===== src/rtl/irq_agg_pkg.sv =====
package irq_agg_pkg;
  localparam int unsigned FLAG_W  = 8;  // number of fault flags
  localparam int unsigned REG_W   = 8;  // status register width
  localparam int unsigned SPLIT   = 2;  // flags below this index live in byte 2
  localparam int unsigned ADDR_W  = 2;
  localparam logic [ADDR_W-1:0] ADDR_STAT1 = 2'd0;
  localparam logic [ADDR_W-1:0] ADDR_STAT2 = 2'd1;
  typedef logic [FLAG_W-1:0] flag_vec_t;
endpackage


===== src/rtl/flag_sticky_bank.sv =====
module flag_sticky_bank #(
  parameter int unsigned N     = 8,
  parameter int unsigned SPLIT = 2
) (
  input  logic         clk_i,
  input  logic         rst_ni,
  input  logic [N-1:0] raw_i,
  input  logic         clr_hi_i,   // clears bits N-1..SPLIT
  input  logic         clr_lo_i,   // clears bits SPLIT-1..0
  output logic [N-1:0] sticky_n_o,
  output logic [N-1:0] sticky_q_o
);
  logic [N-1:0] sticky_q;
  logic [N-1:0] sticky_n;

  for (genvar i = 0; i < N; i++) begin : g_bit
    logic clr_sel;
    if (i >= SPLIT) begin : g_hi
      assign clr_sel = clr_hi_i;
    end else begin : g_lo
      assign clr_sel = clr_lo_i;
    end
    // A raw fault in the clearing cycle wins over the clear
    always_comb begin
      sticky_n[i] = raw_i[i] | (sticky_q[i] & ~clr_sel);
    end
  end

  always_ff @(posedge clk_i or negedge rst_ni) begin
    if (!rst_ni) begin
      sticky_q <= '0;
    end else begin
      sticky_q <= sticky_n;
    end
  end

  assign sticky_n_o = sticky_n;
  assign sticky_q_o = sticky_q;
endmodule


===== src/rtl/read_pair_tracker.sv =====
module read_pair_tracker (
  input  logic clk_i,
  input  logic rst_ni,
  input  logic rd1_i,
  input  logic rd2_i,
  input  logic irq_rise_i,
  output logic complete_o,
  output logic clr_pulse_o
);
  logic seen1_q, seen1_n;
  logic seen2_q, seen2_n;
  logic armed_q, armed_n;
  logic pulse_q, pulse_n;
  logic complete;

  always_comb begin
    complete = (seen1_q | rd1_i) & (seen2_q | rd2_i);
    pulse_n  = armed_q & complete;
    if (irq_rise_i || complete) begin
      seen1_n = 1'b0;
      seen2_n = 1'b0;
    end else begin
      seen1_n = seen1_q | rd1_i;
      seen2_n = seen2_q | rd2_i;
    end
    if (irq_rise_i) begin
      armed_n = 1'b1;
    end else if (complete) begin
      armed_n = 1'b0;
    end else begin
      armed_n = armed_q;
    end
  end

  always_ff @(posedge clk_i or negedge rst_ni) begin
    if (!rst_ni) begin
      seen1_q <= 1'b0;
      seen2_q <= 1'b0;
      armed_q <= 1'b0;
      pulse_q <= 1'b0;
    end else begin
      seen1_q <= seen1_n;
      seen2_q <= seen2_n;
      armed_q <= armed_n;
      pulse_q <= pulse_n;
    end
  end

  assign complete_o  = complete;
  assign clr_pulse_o = pulse_q;
endmodule


===== src/rtl/irq_merge.sv =====
module irq_merge #(
  parameter int unsigned N = 8
) (
  input  logic         clk_i,
  input  logic         rst_ni,
  input  logic [N-1:0] sticky_n_i,
  input  logic [N-1:0] mask_i,
  input  logic         complete_i,
  output logic         irq_o,
  output logic         rise_o
);
  logic irq_q, irq_n;

  always_comb begin
    irq_n = (|(sticky_n_i & mask_i)) | (irq_q & ~complete_i);
  end

  always_ff @(posedge clk_i or negedge rst_ni) begin
    if (!rst_ni) begin
      irq_q <= 1'b0;
    end else begin
      irq_q <= irq_n;
    end
  end

  assign irq_o  = irq_q;
  assign rise_o = irq_n & ~irq_q;
endmodule


===== src/rtl/irq_flag_agg.sv =====
module irq_flag_agg
  import irq_agg_pkg::*;
(
  input  logic              clk_i,
  input  logic              rst_ni,
  input  logic [FLAG_W-1:0] fault_i,
  input  logic              mask_we_i,
  input  logic [FLAG_W-1:0] mask_wdata_i,
  input  logic              rd_en_i,
  input  logic [ADDR_W-1:0] rd_addr_i,
  output logic [REG_W-1:0]  stat1_o,
  output logic [REG_W-1:0]  stat2_o,
  output logic              irq_o,
  output logic              clr_done_o
);
  localparam int unsigned HI_W = FLAG_W - SPLIT;

  flag_vec_t mask_q, mask_n;
  flag_vec_t sticky_q, sticky_n;
  logic rd1, rd2;
  logic complete, irq_rise;

  // Mask register with explicit clock enable
  always_comb begin
    mask_n = mask_we_i ? mask_wdata_i : mask_q;
  end

  always_ff @(posedge clk_i or negedge rst_ni) begin
    if (!rst_ni) begin
      mask_q <= '0;
    end else begin
      mask_q <= mask_n;
    end
  end

  assign rd1 = rd_en_i & (rd_addr_i == ADDR_STAT1);
  assign rd2 = rd_en_i & (rd_addr_i == ADDR_STAT2);

  flag_sticky_bank #(.N(FLAG_W), .SPLIT(SPLIT)) u_bank (
    .clk_i      (clk_i),
    .rst_ni     (rst_ni),
    .raw_i      (fault_i),
    .clr_hi_i   (rd1),
    .clr_lo_i   (rd2),
    .sticky_n_o (sticky_n),
    .sticky_q_o (sticky_q)
  );

  read_pair_tracker u_track (
    .clk_i       (clk_i),
    .rst_ni      (rst_ni),
    .rd1_i       (rd1),
    .rd2_i       (rd2),
    .irq_rise_i  (irq_rise),
    .complete_o  (complete),
    .clr_pulse_o (clr_done_o)
  );

  irq_merge #(.N(FLAG_W)) u_merge (
    .clk_i      (clk_i),
    .rst_ni     (rst_ni),
    .sticky_n_i (sticky_n),
    .mask_i     (mask_q),
    .complete_i (complete),
    .irq_o      (irq_o),
    .rise_o     (irq_rise)
  );

  assign stat1_o = {sticky_q[FLAG_W-1:SPLIT], {(REG_W-HI_W){1'b0}}};
  assign stat2_o = {sticky_q[SPLIT-1:0], {(REG_W-SPLIT){1'b0}}};
endmodule


===== config.mk =====
export PLATFORM = sky130hd
export DESIGN_NAME = irq_flag_agg
export DESIGN_NICKNAME = d
export VERILOG_FILES = /design/src/rtl/irq_agg_pkg.sv /design/src/rtl/flag_sticky_bank.sv /design/src/rtl/read_pair_tracker.sv /design/src/rtl/irq_merge.sv /design/src/rtl/irq_flag_agg.sv
export SDC_FILE = /design/constraint.sdc
export NUM_CORES = 1
export LEC_CHECK = 0
export BUFFER_PORTS_ARGS = -buffer_cell sky130_fd_sc_hd__buf_2
export CELL_PAD_IN_SITES_DETAIL_PLACEMENT = 1
export CELL_PAD_IN_SITES_GLOBAL_PLACEMENT = 1
export CORE_ASPECT_RATIO = 0.6
export CORE_MARGIN = 2
export CORE_UTILIZATION = 37
export CTS_CLUSTER_DIAMETER = 150
export DETAILED_ROUTE_END_ITERATION = 8
export PLACE_DENSITY_LB_ADDON = 0.1
export SYNTH_ARGS = -nofsm -noshare
export SYNTH_HDL_FRONTEND = slang
export SYNTH_SLANG_ARGS = --single-unit

===== constraint.sdc =====
create_clock -name clk_i -period 2.44 [get_ports clk_i]
set_input_delay 0.366 -clock clk_i [delete_from_list [all_inputs] [get_ports clk_i]]
set_output_delay 0.366 -clock clk_i [all_outputs]
set_load 0.005 [all_outputs]

# [After elaboration in Yosys (flattened, before gate mapping)]
# Index checks and enable logic that the tools add are counted.
[word_totals] ff_bits=21 latch_bits=0 ramBits=0 mem_bits_ro=0 output_inout_bits=18 wordCells=46 mem_count=0
[op_classes] addsub=0 multipliers=0 n_div=0 n_lt_le_gt_ge=0 n_eq_ne=1 n_shift=0 muxes=4 bitwise_logic=30 n_reduce_logical=4
[ops] operator="1-bit bitwise AND" count=14
[ops] operator="1-bit bitwise OR" count=11
[ops] operator="8-bit bitwise AND" count=1
[ops] operator="8-bit OR reduction" count=1
[ops] operator="1-bit two-way mux" count=4
[ops] operator="1-bit inverter" count=4
[ops] operator="2-bit by 1-bit equality test with 1-bit output (second input constant)" count=1
[ops] operator="2-bit zero test" count=1
[ops] operator="2-bit nonzero test" count=1
[ops] operator="1-bit logical OR" count=1

# [Logic depth before layout (Yosys ltp)]
# Gate-level depths: netlist of run 1.
[depth] ltp_word=11 ltp_mapped=6

# [By module]
# Synthesis of run 1 repeated with hierarchy kept, for this count alone.
[unflattened] hier_cells=67 hier_area_um2=919.6
[by_module_without_submodules] mod="irq_flag_agg" n_inst=1 cells_each=28 area_per_inst_um2=411.6 seq_area_each_um2=200.2
[by_module_without_submodules] mod="flag_sticky_bank" n_inst=1 cells_each=18 area_per_inst_um2=267.8 seq_area_each_um2=200.2
[by_module_without_submodules] mod="read_pair_tracker" n_inst=1 cells_each=13 area_per_inst_um2=151.4 seq_area_each_um2=100.1
[by_module_without_submodules] mod="irq_merge" n_inst=1 cells_each=8 area_per_inst_um2=88.8 seq_area_each_um2=25.0

# [Least setup slack after synthesis of run 1]
# OpenSTA, ideal clock, no wires.
[synth_timing] path_type="input to register" from="input rd_addr_i[1]" to="register u_track.armed_q" setup_ps=118 arrival_time_ps=1599 t_required_ps=2322 path_slack_ps=723 stages=6 n_path_buf=1 cell_sequence="or3b_1 > buf_2 > a21o_1 > a221oi_2 > a21oi_2 > a21o_1"
[synth_via] elab_chain_len=10 word_cells_on_any_way=33 cone_classes="eq/ne (1); mux (1); bitwise (28); reduce/logical (3)"
[synth_rtl] item="start: declaration" line_no="irq_flag_agg.sv:10" text="input logic [ADDR_W-1:0] rd_addr_i,"
[synth_rtl] item="2-bit zero test (*)" line_no="irq_flag_agg.sv:36" text="assign rd1 = rd_en_i & (rd_addr_i == ADDR_STAT1);"
[synth_rtl] item="1-bit bitwise AND (*)" line_no="irq_flag_agg.sv:36"
[synth_rtl] item="1-bit inverter (*)" line_no="flag_sticky_bank.sv:25" text="sticky_n[i] = raw_i[i] | (sticky_q[i] & ~clr_sel);"
[synth_rtl] item="1-bit bitwise AND (*)" line_no="flag_sticky_bank.sv:25"
[synth_rtl] item="1-bit bitwise OR (*)" line_no="flag_sticky_bank.sv:25"
[synth_rtl] item="via sticky_n[7]" line_no="irq_flag_agg.sv:19" text="flag_vec_t sticky_q, sticky_n;"
[synth_rtl] item="8-bit bitwise AND (*)" line_no="irq_merge.sv:15" text="irq_n = (|(sticky_n_i & mask_i)) | (irq_q & ~complete_i);"
[synth_rtl] item="8-bit OR reduction (*)" line_no="irq_merge.sv:15"
[synth_rtl] item="1-bit bitwise OR (*)" line_no="irq_merge.sv:15"
[synth_rtl] item="1-bit bitwise AND (*)" line_no="irq_merge.sv:27" text="assign rise_o = irq_n & ~irq_q;"
[synth_rtl] item="1-bit two-way mux / 2-bit nonzero test (equally long branches)"
[synth_rtl] item="end signal: assignment" line_no="read_pair_tracker.sv:44" text="armed_q <= armed_n;"
[synth_rtl] item="end: declaration" line_no="read_pair_tracker.sv:12" text="logic armed_q, armed_n;"
# The timed path passes the listed nets; every way through them passes the cells marked *.
# A chain may end at the register's enable or synchronous reset.

# [Worst setup path in the final report of run 1]
# Ends and elaborated chain as after synthesis.

==> results.md, run 1 <==
* Status: complete, no violations
* Ant diodes at 0
* Final Hold Vio Count at 0
* Post-layout min period at 1.68 ns
* Maxcap violations at 0
* Buffers on Ports at 31
* Leakage power total at 0.514 nW
* Commonest non-fill, non-tap cell in the layout: buf_2
* FF-to-FF End: u_track.armed_q$_DFFE_PN0P_
* Fin. max-slew vios at 0
* Resize count post-CTS at 0
* Detail Route Antenna Nets at 0
* End of the critical path: u_track.armed_q$_DFFE_PN0P_
* Die Y at 43.1 um
* Largest net degree at the start of global routing at 22
* YS warnings at 0
* CTS tree: yes
* Worst Hold Class: primary input to async pin
* Wire length of the first global-routing pass at 3.31 mm
* Pwr dens at 657 nW/um^2
* Root Buffer: clkbuf_8
* Initial core utilization at 0.382
* Setup Viol. Count Final at 0
* TritonCTS buffer count at 3
* R2R setup slack at 1.09 ns
* Share of cells above drive strength 1 at 0.431
* Peak Freq at 597 MHz
* Pre-antenna DRT Iters at 4
* Switching pwr at 0.189 mW
* Peak VDD IR at 0.000262 V
* Power Total at 0.750 mW
* Boundary Pins at 40
* Post-synthesis sequential area ratio at 0.556
* Internal power at 0.561 mW
* Post-Synthesis Cells at 77
* Initial antenna violation count at 0
* CTS Hold Bufs at 0
* Sequential fraction of design power at 0.536
* Synth Area per Inst at 12.3 sq um
* Worst setup path startpoint: rd_addr_i[1]
* Clock skew at 0.00377 ns
* Commonest cells after routing, fill and taps aside: buf_2 (31), dfrtp_1 (21), a21o_1 (9), mux2_2 (8), conb_1 (8)
* Gp weighted congestion at 0.729
* Post-CTS Setup Bufs at 0
* CTS max path bufs at 2
* DR vias at 687
* Clock sink total at 21
* Chip Width at 69.2 um
* Worst-path clk slew at 0.07 ns
* CP Launch Type: primary input
* Critical Path Sink Type: register
* Worst Path Max Fanout at 7
* DR WL/cell at 14.0 um
* Worst skew pair latency at 0.26 ns
* Period utilization at 0.687
* Via-per-instance ratio at 4.87
* WL final at 1.97 mm
* Post-Synthesis Cell Area at 945 sq um
* Core area at 2470 sq um
* GRT Residual Overflow at 0
* Flops & latches, synth at 21
* Sw Ratio at 0.252
* RSZ-0062 raised after global routing: false
* P&R area growth vs syn at 20.9%
* Cells on worst reg2reg path at 5
* Clk network pwr share at 0.295
* Logic gate share of total power at 0.169
* DRC Markers at 0
* H-tree Lvls at 1
* Final #Nets at 132
* CP arrival at 1.83 ns
* Vias in the first global route at 671
* CP required at 2.59 ns
* Reg-to-reg startpoint: u_bank.sticky_q_o[3]$_DFF_PN0_
* DP Wirelength at 1.59 mm
* Die area at 2990 sq um
* Setup total negative slack at 0 ns
* Unique cell type count in the Yosys netlist at 25
* Gr usage total at 0.149
* Setup CP Type: primary input to register
* Row cnt at 14
* Iteration-0 DRC count of the detailed router at 19
## flip-flops by register name (all words and copies together), names as in the netlist
name	flops
u_track.clr_pulse_o	1
u_track.seen1_q	1
u_bank.sticky_q_o	8
u_merge.irq_o	1
u_track.armed_q	1
mask_q	8
u_track.seen2_q	1
## per-stage QoR
stage	utilization	setup slack [ns]	hold WS [ns]	std cells	area, sq um
after global placement	0.444	0.511	0.352	137	1100
after detailed placement	0.444	0.468	0.351	137	1100
after CTS	0.463	0.748	0.0665	141	1140
after global routing	0.463	0.665	0.0769	141	1140
final	0.463	0.764	0.0557	141	1140
after floorplan	-	0.723	0.0704	84	971
## synth_stat cells (all sizes together)
cell type / count / area, sq um
nand3: 1 / 5.00
or2: 1 / 6.26
a21oi: 3 / 18.8
nand2: 2 / 7.51
clkbuf: 1 / 3.75
nor3: 2 / 10.0
o21ai: 5 / 25.0
a221oi: 1 / 15.0
and2: 1 / 6.26
nor4bb: 1 / 10.0
a211oi: 1 / 12.5
nor2b: 1 / 6.26
dfrtp: 21 / 526
conb: 1 / 3.75
mux2: 8 / 90.1
o22ai: 2 / 12.5
nor2: 2 / 7.51
nor4b: 2 / 17.5
and4bb: 1 / 12.5
a21o: 9 / 67.6
buf: 9 / 65.1
and2b: 1 / 7.51
or3b: 1 / 8.76
## worst max-delay path, stage by stage
cell      delay (ns)
buf_2           0.13
or3b_1          0.49
a21o_1          0.24
a221oi_2        0.33
a21oi_2         0.11
a21o_1          0.16
## routing by layer
layer	global-route usage	vias up	part of all wire
li1	-	321	-
met1	0.205	335	0.49
met2	0.213	27	0.42
met3	0.0594	4	0.074
met4	0.0471	0	0.0096
met5	0	-	0
## kinds of logic after synthesis
family,synth area share
other,0.00397
flip-flops,0.556
AND/OR/NAND/NOR,0.111
AO/OA/AOI/OAI,0.160
buffers and inverters,0.0728
multiplexers,0.0954
## worst min-delay path by stage
stage	start	to	slack [ns]
2_1_floorplan	rst_ni	mask_q[0]$_DFFE_PN0P_	0.07
3_3_place_gp	rst_ni	u_track.clr_pulse_o$_DFF_PN0_	0.35
3_5_place_dp	rst_ni	u_track.clr_pulse_o$_DFF_PN0_	0.35
4_1_cts	rst_ni	u_track.armed_q$_DFFE_PN0P_	0.07
5_1_grt	rst_ni	mask_q[7]$_DFFE_PN0P_	0.08
6_report	rst_ni	u_bank.sticky_q_o[4]$_DFF_PN0_	0.06
## power groups by stage
stage	Clock, mW	Combinational [mW]	Sequential, mW
global route	0.254	0.142	0.407
CTS	0.231	0.129	0.403
detailed placement	0	0.129	0.409
global placement	0	0.125	0.408
floorplan	0	0.0871	0.405
finish	0.221	0.127	0.402
## area by class of cell
cell class                      instances  area, sq um
Fill cell                             281         1330
Clock buffer                            4         45.0
Timing Repair Buffer                   31          155
Multi-Input combinational cell         53          377
Tap cell                               32         40.0
Sequential cell                        21          526
Note: power is estimated with default switching activity, not from simulation.
==> run 2, diff against run 1 <==
--- a/config.mk
+++ b/config.mk
@@ -10,7 +10,7 @@
 export CELL_PAD_IN_SITES_GLOBAL_PLACEMENT = 1
 export CORE_ASPECT_RATIO = 0.6
 export CORE_MARGIN = 2
-export CORE_UTILIZATION = 37
+export CORE_UTILIZATION = 35
 export CTS_CLUSTER_DIAMETER = 150
 export DETAILED_ROUTE_END_ITERATION = 8
 export PLACE_DENSITY_LB_ADDON = 0.1
==> constraint.sdc (replaced) <==
create_clock -name clk_i -period 1.6 [get_ports clk_i]
set_input_delay 0.24 -clock clk_i [delete_from_list [all_inputs] [get_ports clk_i]]
set_output_delay 0.24 -clock clk_i [all_outputs]
set_load 0.005 [all_outputs]
==> run 2 against run 1 <==
Net effect: die area increased by 5.3%; power increased by 58%; register-to-register slack got worse by 0.85 ns; sequential cell count unchanged; combinational power increased by 81%; via count decreased by 0.44%.
==> results.md, run 2 (synthesis results as in run 1) <==
* Status: complete, no violations
* Via-per-instance ratio at 4.62
* Gp weighted congestion at 0.744
* Internal power at 0.880 mW
* H-tree Lvls at 1
* Detail Route Antenna Nets at 0
* Ant diodes at 0
* WL final at 2.03 mm
* CP required at 1.75 ns
* RSZ-0062 raised after global routing: false
* Critical Path Sink Type: register
* Sequential fraction of design power at 0.522
* Initial core utilization at 0.372
* CP arrival at 1.68 ns
* Switching pwr at 0.304 mW
* Worst skew pair latency at 0.26 ns
* Critical path depth at 6
* Peak Freq at 652 MHz
* Final #Nets at 139
* Commonest non-fill, non-tap cell in the layout: buf_2
* DP Wirelength at 1.60 mm
* Worst Path Max Fanout at 6
* GRT Residual Overflow at 0
* Fin. max-slew vios at 0
* CTS tree: yes
* Pre-antenna DRT Iters at 3
* Delay-heaviest family, CP: compound AO/OA/AOI/OAI gates
* Gr usage total at 0.145
* Vias in the first global route at 691
* Initial antenna violation count at 0
* Iteration-0 DRC count of the detailed router at 29
* Die Y at 44.2 um
* Chip Width at 71.1 um
* Peak VDD IR at 0.000432 V
* Setup total negative slack at 0 ns
* Commonest cells after routing, fill and taps aside: buf_2 (31), dfrtp_1 (21), a21o_1 (9), mux2_2 (8), conb_1 (8)
* DR vias at 684
* Final Hold Vio Count at 0
* Worst-path clk slew at 0.07 ns
* Row cnt at 14
* Fin cells at 148
* Slowest library cell on the worst path: or3b_1
* Finished Core Util at 0.476
* Logic gate share of total power at 0.194
* Crit path top cell by count: a21o_1
* Worst setup path startpoint: rd_addr_i[1]
* Sw Ratio at 0.257
* Setup Viol. Count Final at 0
* CTS max path bufs at 2
* CP bufs+invs at 1
* Largest net degree at the start of global routing at 22
* Crit-path cells: buf_2 > or3b_1 > a21o_1 > a221oi_4 > a21oi_2 > a21o_1
* CP Launch Type: primary input
* CP max stage delay at 0.48 ns
* DR WL/cell at 13.7 um
* Cells on worst reg2reg path at 5
* Post-layout min period at 1.53 ns
* Post-CTS Setup Bufs at 0
* Share of cells above drive strength 1 at 0.457
* Worst Hold Class: primary input to register
* Reg-to-reg startpoint: u_bank.sticky_q_o[4]$_DFF_PN0_
* DRC Markers at 0
* Clock sink total at 21
* Wire length of the first global-routing pass at 3.34 mm
* Period utilization at 0.959
* Maxcap violations at 0
* Setup CP Type: primary input to register
* Min-delay src: fault_i[1]
* TritonCTS buffer count at 3
* Leakage power total at 0.552 nW
* Hold path depth at 2
* Pwr dens at 980 nW/um^2
* Clk network pwr share at 0.284
* Root Buffer: clkbuf_8
* Buffers on Ports at 31
* Boundary Pins at 40
* P&R area growth vs syn at 27.9%
* Cells after DPL at 143
* Clock skew at 0.00284 ns
* Core area at 2540 sq um
* Die area at 3140 sq um
==> run 2: changes by cell type in the layout (fill, tap and decap cells not counted) <==
cell	change
a221oi_2	-1
a221oi_4	+1
buf_4	+6
dlygate4sd3_1	+1
==> run 2: final timing paths <==
path | end | slack (ns)
worst min-delay path | u_bank.sticky_q_o[1]$_DFF_PN0_ | 0.19
worst max-delay path | u_track.armed_q$_DFFE_PN0P_ | 0.07
max in group asynchronous | mask_q[3]$_DFFE_PN0P_ | 0.80
min in group asynchronous | u_bank.sticky_q_o[4]$_DFF_PN0_ | 0.47
worst min register to register | u_track.armed_q$_DFFE_PN0P_ | 0.49
worst max register to register | u_track.armed_q$_DFFE_PN0P_ | 0.24
==> run 2: per-stage QoR <==
stage               setup slack [ns]  hold WS, ns  total power [mW]  area [sq um]
finish                        0.0663        0.186              1.18          1210
global route                  0.0168        0.184              1.26          1210
CTS                           0.0406        0.176              1.20          1200
detailed placement            -0.229        0.230             0.850          1140
global placement              -0.165        0.226             0.841          1140
floorplan                    0.00873      -0.0556             0.750           971
==> run 2: layer usage <==
| layer | wire, um | part of all wire | GRT usage | vias up |
|---|---|---|---|---|
| met4 | 8 | 0.0039 | 0.0340 | 0 |
| met3 | 163 | 0.080 | 0.0592 | 2 |
| met2 | 812 | 0.40 | 0.211 | 29 |
| li1 | - | - | - | 338 |
| met5 | 0 | 0 | 0 | - |
| met1 | 1050 | 0.52 | 0.205 | 315 |
==> run 2: layout make-up <==
class,count,area [sq um]
clock buffer,4,45.0
fill,288,1330
multi-input combinational,53,388
sequential,21,526
tap,32,40.0
timing repair buffer,38,210
==> run 2: repair_timing <==
action                                 CTS  global route
setup endpoints to repair                0             1
gates resized for setup                  0             1
endpoints found under the hold margin   21             0
hold buffers                             1             0
==> run 2: power groups by stage <==
stage / Clock (mW) / Combinational (mW) / Sequential, mW
global placement: 0 / 0.217 / 0.624
global route: 0.384 / 0.255 / 0.624
floorplan: 0 / 0.133 / 0.617
detailed placement: 0 / 0.224 / 0.626
finish: 0.336 / 0.230 / 0.618
CTS: 0.355 / 0.227 / 0.615
